`src/rtl/prio_accept_pkg.sv`:
```
package prio_accept_pkg;

  // Vector and class geometry
  parameter int VEC_W   = 8;
  parameter int CLASS_W = 4;
  localparam int NUM_CLASS = 1 << CLASS_W;
  localparam int SUB_W     = VEC_W - CLASS_W;

  // Strobes from control to datapath for one cycle
  typedef struct packed {
    logic               ackTake;      // move holding entry of ackClass into service
    logic [CLASS_W-1:0] ackClass;
    logic               retire;       // clear in-service entry of retireClass
    logic [CLASS_W-1:0] retireClass;
  } ctrl_strobe_t;

endpackage

```
`src/rtl/pa_prio_enc.sv`:
```
module pa_prio_enc #(
  parameter int N     = 16,
  parameter int IDX_W = $clog2(N)
) (
  input  logic [N-1:0]     mask,
  output logic             found,
  output logic [IDX_W-1:0] idx
);

  // Highest set bit wins: later iterations override earlier ones
  always_comb begin
    found = 1'b0;
    idx   = '0;
    for (int i = 0; i < N; i++) begin
      if (mask[i]) begin
        found = 1'b1;
        idx   = IDX_W'(i);
      end
    end
  end

endmodule

```
`src/rtl/pa_datapath.sv`:
```
module pa_datapath
  import prio_accept_pkg::*;
#(
  parameter int MIN_VECTOR = 32
) (
  input  logic                              clk,
  input  logic                              rstN,
  input  logic                              reqValid,
  input  logic [VEC_W-1:0]                  reqVector,
  input  logic                              tprWrEn,
  input  logic [VEC_W-1:0]                  tprWrData,
  input  ctrl_strobe_t                      stb,
  output logic [NUM_CLASS-1:0]              holdMask,
  output logic [NUM_CLASS-1:0][SUB_W-1:0]   holdSub,
  output logic [NUM_CLASS-1:0]              isrMask,
  output logic [CLASS_W-1:0]                tprClass
);

  localparam logic [VEC_W-1:0] MIN_V = VEC_W'(MIN_VECTOR);

  logic               reqOk;
  logic [CLASS_W-1:0] reqClass;
  logic [SUB_W-1:0]   reqSub;
  logic [SUB_W-1:0]   unusedTprSub;

  assign reqOk    = reqValid && (reqVector >= MIN_V);
  assign reqClass = reqVector[VEC_W-1 -: CLASS_W];
  assign reqSub   = reqVector[SUB_W-1:0];

  // Task-priority class; the low field of the written value takes no part
  always_ff @(posedge clk or negedge rstN) begin
    if (!rstN)        tprClass <= '0;
    else if (tprWrEn) tprClass <= tprWrData[VEC_W-1 -: CLASS_W];
  end
  assign unusedTprSub = tprWrData[SUB_W-1:0];

  // One holding slot and one in-service slot per class
  for (genvar c = 0; c < NUM_CLASS; c++) begin : g_class
    logic             ackHere;
    logic             retireHere;
    logic             reqHere;
    logic             holdV;
    logic             isrV;
    logic [SUB_W-1:0] holdS;

    assign ackHere    = stb.ackTake && (stb.ackClass == CLASS_W'(c));
    assign retireHere = stb.retire  && (stb.retireClass == CLASS_W'(c));
    assign reqHere    = reqOk && (reqClass == CLASS_W'(c));

    always_ff @(posedge clk or negedge rstN) begin
      if (!rstN) begin
        holdV <= 1'b0;
        holdS <= '0;
        isrV  <= 1'b0;
      end else begin
        // acknowledge frees the slot first; a request may refill it
        if (ackHere) holdV <= 1'b0;
        // empty slot takes the request; equal vector merges; other vector drops
        if (reqHere && (!holdV || ackHere)) begin
          holdV <= 1'b1;
          holdS <= reqSub;
        end
        if (ackHere)         isrV <= 1'b1;
        else if (retireHere) isrV <= 1'b0;
      end
    end

    assign holdMask[c] = holdV;
    assign holdSub[c]  = holdS;
    assign isrMask[c]  = isrV;
  end

endmodule

```
`src/rtl/pa_control.sv`:
```
module pa_control
  import prio_accept_pkg::*;
(
  input  logic [NUM_CLASS-1:0]             holdMask,
  input  logic [NUM_CLASS-1:0][SUB_W-1:0]  holdSub,
  input  logic [NUM_CLASS-1:0]             isrMask,
  input  logic [CLASS_W-1:0]               tprClass,
  input  logic                             ackIn,
  input  logic                             eoiStrobe,
  output ctrl_strobe_t                     stb,
  output logic                             irqOut,
  output logic [VEC_W-1:0]                 irqVector
);

  logic               holdFound;
  logic [CLASS_W-1:0] holdTop;
  logic               isrFound;
  logic [CLASS_W-1:0] isrTop;
  logic               aboveTpr;
  logic               aboveIsr;
  logic               deliver;

  pa_prio_enc #(.N(NUM_CLASS), .IDX_W(CLASS_W)) holdEnc_i (
    .mask  (holdMask),
    .found (holdFound),
    .idx   (holdTop)
  );

  pa_prio_enc #(.N(NUM_CLASS), .IDX_W(CLASS_W)) isrEnc_i (
    .mask  (isrMask),
    .found (isrFound),
    .idx   (isrTop)
  );

  // Strict compares: an equal class never gets through
  assign aboveTpr = holdTop > tprClass;
  assign aboveIsr = !isrFound || (holdTop > isrTop);
  assign deliver  = holdFound && aboveTpr && aboveIsr;

  always_comb begin
    stb.ackTake     = ackIn && deliver;
    stb.ackClass    = holdTop;
    stb.retire      = eoiStrobe && isrFound;
    stb.retireClass = isrTop;
  end

  assign irqOut    = deliver;
  assign irqVector = deliver ? {holdTop, holdSub[holdTop]} : '0;

endmodule

```
`src/rtl/prio_accept_unit.sv`:
```
module prio_accept_unit
  import prio_accept_pkg::*;
#(
  parameter int MIN_VECTOR = 32
) (
  input  logic             clk,
  input  logic             rstN,
  input  logic             reqValid,
  input  logic [VEC_W-1:0] reqVector,
  input  logic             ackIn,
  input  logic             tprWrEn,
  input  logic [VEC_W-1:0] tprWrData,
  input  logic             eoiStrobe,
  output logic             irqOut,
  output logic [VEC_W-1:0] irqVector
);

  ctrl_strobe_t                     stb;
  logic [NUM_CLASS-1:0]             holdMask;
  logic [NUM_CLASS-1:0][SUB_W-1:0]  holdSub;
  logic [NUM_CLASS-1:0]             isrMask;
  logic [CLASS_W-1:0]               tprClass;

  pa_datapath #(.MIN_VECTOR(MIN_VECTOR)) datapath_i (
    .clk       (clk),
    .rstN      (rstN),
    .reqValid  (reqValid),
    .reqVector (reqVector),
    .tprWrEn   (tprWrEn),
    .tprWrData (tprWrData),
    .stb       (stb),
    .holdMask  (holdMask),
    .holdSub   (holdSub),
    .isrMask   (isrMask),
    .tprClass  (tprClass)
  );

  pa_control control_i (
    .holdMask  (holdMask),
    .holdSub   (holdSub),
    .isrMask   (isrMask),
    .tprClass  (tprClass),
    .ackIn     (ackIn),
    .eoiStrobe (eoiStrobe),
    .stb       (stb),
    .irqOut    (irqOut),
    .irqVector (irqVector)
  );

endmodule

```
`config.mk`:
```
export PLATFORM = sky130hd
export DESIGN_NAME = prio_accept_unit
export DESIGN_NICKNAME = d
export VERILOG_FILES = /design/src/rtl/prio_accept_pkg.sv /design/src/rtl/pa_prio_enc.sv /design/src/rtl/pa_datapath.sv /design/src/rtl/pa_control.sv /design/src/rtl/prio_accept_unit.sv
export SDC_FILE = /design/constraint.sdc
export NUM_CORES = 1
export LEC_CHECK = 0
export BUFFER_PORTS_ARGS = -buffer_cell sky130_fd_sc_hd__buf_4
export CAP_MARGIN = 20
export CORE_ASPECT_RATIO = 0.75
export CORE_MARGIN = 2
export CORE_UTILIZATION = 60
export CTS_CLUSTER_DIAMETER = 150
export DETAILED_ROUTE_END_ITERATION = 12
export PLACE_DENSITY = 0.79
export SYNTH_ARGS = -nofsm -noshare
export SYNTH_HDL_FRONTEND = slang
export SYNTH_SLANG_ARGS = --single-unit
```
`constraint.sdc`:
```
create_clock -name clk -period 5.55 [get_ports clk]
set_clock_uncertainty 0.05 [all_clocks]
set_input_delay 0 -clock clk [delete_from_list [all_inputs] [get_ports clk]]
set_output_delay 0 -clock clk [all_outputs]
set_load 0.05 [all_outputs]
```
==> impl_metrics.toml, run 1 <==
[routing]
route.detailed.drc = 0
wl_per_cell_um = 20.6
firstDrtPassIters = 5
via_per_inst = 6.37
dr_total_vias = 4013
ant_nets = 0
drt_iter0_drc = 375
wirelength_um = 13000

[layout]
final_nets = 547
n_fill_cell = 611
drive_gt1_share_pct = 21.8
syn2layout_area_growth_pct = 14.8
antenna_cells = 0

[die]
die_y_um = 84.2
rows = 29
fp.dieW_um = 111
core_um2 = 8380
initial_core_util_pct = 61.4
pin_count = 31
die_area_um2 = 9340

[worst_hold_path]
hp-class = "primary input to asynchronous set/reset pin"

[global_route]
gr-total-overflow = 0
antenna_found_initial = 0
gr-usage-all-layers_pct = 29.3
grt_max_degree = 85
grt_pass1_vias = 3998
grt_first_pass_wirelength_um = 21100

[sta]
fin_crit_sh_pct = 86.2
setup_viol = 0
hold_viol = 0
period_needed_ps = 4780
max_slew_margin_pct = 32.7
rsz0062_at_grt = "no"
maxSlewViolCount = 0
timing.fmax_mhz = 209
fin_tns_setup_ps = 0
worst_pin_slew_ps = 1010

[logic_synthesis]
synth_area_leaders = "dfrtp_1 49%, mux2_2 12%, mux2i_1 5.1%"
seq_area_frac_synth_pct = 48.6
synthTopCellsByCount = "100 x dfrtp_1, 53 x mux2_2, 40 x nand2_1"
synth_fa_ha_area_share_pct = 1.95
ys_ff_latch = 100
synth-compound-area-share_pct = 13.9
ys.flop_type = "dfrtp_1"
synthDominantCellAreaShare_pct = 48.6
ys_async_sr_fraction_pct = 100
yosys.cell_types.count = 55
synth_mux_area_share_pct = 18.7
synth_xor_area_share_pct = 0
synthSimpleGateAreaFrac_pct = 13.6
syn-instance-count = 479
synth_top_family_by_area = "multiplexers"
synthesis.area_um2 = 5150
avgSynthCellArea_um2 = 10.7
synth_edf_count = 0
synth_fp_nets = 509
yosys_warnings = 0
yosysMostFrequentCell = "dfrtp_1"
synth_top_area_cell = "dfrtp_1"

[cts]
insertion_delay_ps = 340
cts_buffers = 9
clock-sinks = 100
cts_resized = 0
cts.reportedPaths.clkPinSlew_ps = 70
cts-htree-levels = 3
cts_max_path_buffers = 2
tritoncts = "done"
clockRootBuffer = "clkbuf_16"

[setup_path]
worst-setup-path-type = "register to output port"
slowest_stage = "a211oi_1"
cp_top_family = "compound AO/OA/AOI/OAI gates"
endpoint_kind = "output port"
required_ps = 5500
crit_fanout = 9
critPathBufInv = 3
cp.arrival_ps = 4730
cp_cell_sequence = "nand2b_1, a221oi_1, a311oi_1, nand3_1, inv_1, ha_1, inv_1, a21oi_1, o21ai_0, o211ai_1, a211oi_1, o311ai_0, nor3_1, buf_4"
crit_top_cell = "inv_1"
ff2ff_setup_slack_ps = 990
critPathLaunchType = "register"
slowest_delay_ps = 540

[placement]
port_buffers = 26
dp_hpwl_um = 9160
gp_congestion = 0.925

[flow_run]
max-cap-violations = 0

[outcome]
status = "finished, final reports clean"
[final timing paths]
path,from,to,depth (start not counted)
max,datapath_i.g_class[2].holdV,irqVector[2],14
min,rstN,datapath_i.g_class[14].isrV,2
max reg2reg,datapath_i.g_class[2].holdV,datapath_i.g_class[9].holdS[0],13
min reg2reg,datapath_i.g_class[1].holdS[1],datapath_i.g_class[1].holdS[1],0
max in group asynchronous,rstN,datapath_i.g_class[12].holdS[3],4
min in group clk,eoiStrobe,datapath_i.g_class[1].isrV,4
[through the flow]
| stage | area, um2 | utilization [%] | instances | hold slack (ps) | worst slack [ps] |
|---|---|---|---|---|---|
| 6_report | 5910 | 70.5 | 630 | 6.69 | 768 |
| 5_1_grt | 5910 | 70.5 | 630 | 44.7 | 596 |
| 4_1_cts | 5880 | 70.2 | 629 | 7.06 | 938 |
| 3_5_place_dp | 5400 | 64.4 | 592 | -170 | 1120 |
| 3_3_place_gp | 5400 | 64.4 | 592 | -173 | 1170 |
| 2_1_floorplan | 5150 | - | 479 | -346 | 1400 |
[flip-flops by register name (all words and copies together), names as in the netlist]
| name | cells |
|---|---|
| datapath_i.tprClass | 4 |
| datapath_i.g_class.holdV | 16 |
| datapath_i.g_class.holdS | 64 |
| datapath_i.g_class.isrV | 16 |
[layout by cell type (no fill, tap or decap), types with 13 or more instances in the layout]
master         Yosys  layout
buf_4              0      28
o31ai_1           15      15
inv_1             20      20
mux2i_1           26      26
nand2_1           40      40
o21ai_0           36      36
dfrtp_1          100     100
mux2_2            53      53
nand3_1           13      13
nor2_1            31      31
dlygate4sd3_1      0      21
[metal layers]
metal,wire length (um),track usage [%],part of all wire [%],up-vias
li1,-,-,-,1811
met1,5840,43.0,45,1982
met2,5820,45.1,45,198
met3,1060,5.42,8.1,22
met4,240,8.98,1.9,0
met5,0,0,0,-
[cell type report]
class / instances / area, um2 / share of cell area [%]
clock buffers: 12 / 246 / 4.17
flip-flops and latches: 100 / 2500 / 42.3
multi-input cells: 336 / 2480 / 41.9
clock inverters: 4 / 23.8 / 0.402
inverters: 20 / 75.1 / 1.27
well taps: 108 / 135 / 2.29
repair buffers: 50 / 448 / 7.58
[kinds of logic (layout without fill, tap and decap cells)]
kind of cell,after synthesis,in the layout
adders and majority gates,8,8
AOI/OAI and AO/OA,105,105
buffers and inverters,43,86
DFF,100,100
and+or+nand+nor,138,138
muxes,85,85
[repair_timing]
action,CTS,global route
buffers inserted,0,0
hold buffers,21,0
hold endpoints to repair,70,0
Power of run 1 is left out: the tool's default activity adds up to more than one toggle a clock period on the data nets, which glitch-free logic cannot reach.
==> run 2, diff against run 1 <==
==> constraint.sdc (replaced) <==
create_clock -name clk -period 6 [get_ports clk]
set_clock_uncertainty 0.05 [all_clocks]
set_input_delay 0 -clock clk [delete_from_list [all_inputs] [get_ports clk]]
set_output_delay 0 -clock clk [all_outputs]
set_load 0.05 [all_outputs]
==> run 2 against run 1 <==
Against the previous run:
- register-to-register slack better by 460 ps
- non-clock buffer count is 1 higher
- global-route usage down 0.37 points
- sequential share of layout area decreased by 0.36 points
- critical path depth stayed put
- final cell count did not move
- critical path type unchanged
- utilization rose by 0.60 points
==> impl_metrics.toml, run 2 (same netlist as run 1, synthesis figures left out) <==
[outcome]
status = "finished, final reports clean"

[global_route]
grt_pass1_vias = 3967
gr-total-overflow = 0
grt_first_pass_wirelength_um = 20800
grt_max_degree = 85
gr-usage-all-layers_pct = 28.9
antenna_found_initial = 0

[setup_path]
cp.arrival_ps = 4740
r2r-end = "datapath_i.g_class[9].holdS[0]"
ff2ff_setup_slack_ps = 1450
worst-r2r-cell-count = 12
crit_fanout = 9
setup.worst_path.start = "datapath_i.g_class[2].holdV"
crit_path_end = "irqVector[0]"
required_ps = 5950
critPathLaunchType = "register"
endpoint_kind = "output port"
worst-setup-path-type = "register to output port"
reg2reg_from = "datapath_i.g_class[8].holdV"

[layout]
syn2layout_area_growth_pct = 15.8
drive_gt1_share_pct = 22.0
final_nets = 548
largest_reg_flops = 64
top_register = "datapath_i.g_class.holdS"
top_regs = "datapath_i.g_class.holdS (64), datapath_i.g_class.holdV (16), datapath_i.g_class.isrV (16)"
final_cell_mix = "100 x dfrtp_1, 53 x mux2_2, 40 x nand2_1"
final_common_cell = "dfrtp_1"
antenna_cells = 0

[die]
core_um2 = 8380
fp.dieW_um = 111
die_y_um = 84.2
initial_core_util_pct = 61.4
die_area_um2 = 9340
rows = 29
pin_count = 31

[cts]
cts.reportedPaths.clkPinSlew_ps = 60
cts_buffers = 9
clockRootBuffer = "clkbuf_16"
cts-htree-levels = 3
cts_max_path_buffers = 2
clock-sinks = 100
tritoncts = "done"
post-cts-setup-buffers = 0
insertion_delay_ps = 350

[sta]
rsz0062_at_grt = "no"
max_slew_margin_pct = 32.3
setup_viol = 0
fin_crit_sh_pct = 79.9
hold_viol = 0
timing.fmax_mhz = 209
maxSlewViolCount = 0
fin_tns_setup_ps = 0
setup_slack_ps = 1210
period_needed_ps = 4790
worst_pin_slew_ps = 1010

[placement]
gp_congestion = 0.933
dp_slack_ps = 1540
port_buffers = 26
dp_hpwl_um = 8910

[routing]
firstDrtPassIters = 4
via_per_inst = 6.29
dr_total_vias = 3962
drt_iter0_drc = 376
wl_per_cell_um = 19.8
ant_nets = 0
wirelength_um = 12500
route.detailed.drc = 0

[worst_hold_path]
hp-class = "primary input to asynchronous set/reset pin"

[flow_run]
max-cap-violations = 0
-- run 2: what timing repair did --
action	CTS	global route
resized for setup	0	0
setup endpoints to repair	0	0
hold endpoints to repair	76	0
hold buffers	22	0
-- run 2: how the worst min path moves through the flow --
stage / from / endpoint / slack (ps) / cells past startpoint
floorplan: rstN / datapath_i.g_class[0].holdS[0] / -350 / 0
global placement: rstN / datapath_i.g_class[0].isrV / -170 / 1
detailed placement: rstN / datapath_i.g_class[0].isrV / -170 / 1
CTS: rstN / datapath_i.g_class[0].isrV / 4 / 2
global route: rstN / datapath_i.g_class[13].isrV / 30 / 2
finish: rstN / datapath_i.g_class[0].isrV / 6 / 2
-- run 2: worst max-delay path, cell delays in order, from the launching register on --
cell,delay (ps)
dfrtp_1,400
nand2b_1,150
a221oi_1,460
a311oi_1,210
nand3_1,510
inv_1,200
ha_1,240
inv_1,50
a21oi_1,50
o21ai_0,300
o211ai_1,480
a211oi_1,550
o311ai_0,250
a211oi_1,290
buf_4,260
-- run 2: layer usage --
| layer | vias to the layer above | track usage (%) | wire length (um) |
|---|---|---|---|
| met4 | 0 | 8.75 | 232 |
| met1 | 1973 | 44.1 | 5860 |
| met2 | 156 | 42.2 | 5530 |
| li1 | 1812 | - | - |
| met5 | - | 0 | 0 |
| met3 | 21 | 6.06 | 876 |
-- run 2: final cells by class --
class                      instances  area (um2)
sequential                       100        2500
multi-input combinational        336        2480
fill                             606        2420
timing repair buffer              51         458
clock buffer                      12         267
tap                              108         135
inverter                          20        75.1
clock inverter                     3        43.8
-- run 2: stage by stage --
stage               util [%]  cell area (um2)  hold slack, ps  cells
global route            71.1             5960            27.1    630
finish                  71.1             5960            5.73    630
global placement        64.4             5400            -171    592
CTS                     70.8             5930            3.96    629
detailed placement      64.4             5400            -169    592
floorplan                  -             5150            -346    479
Power of run 2 is left out for the same reason.
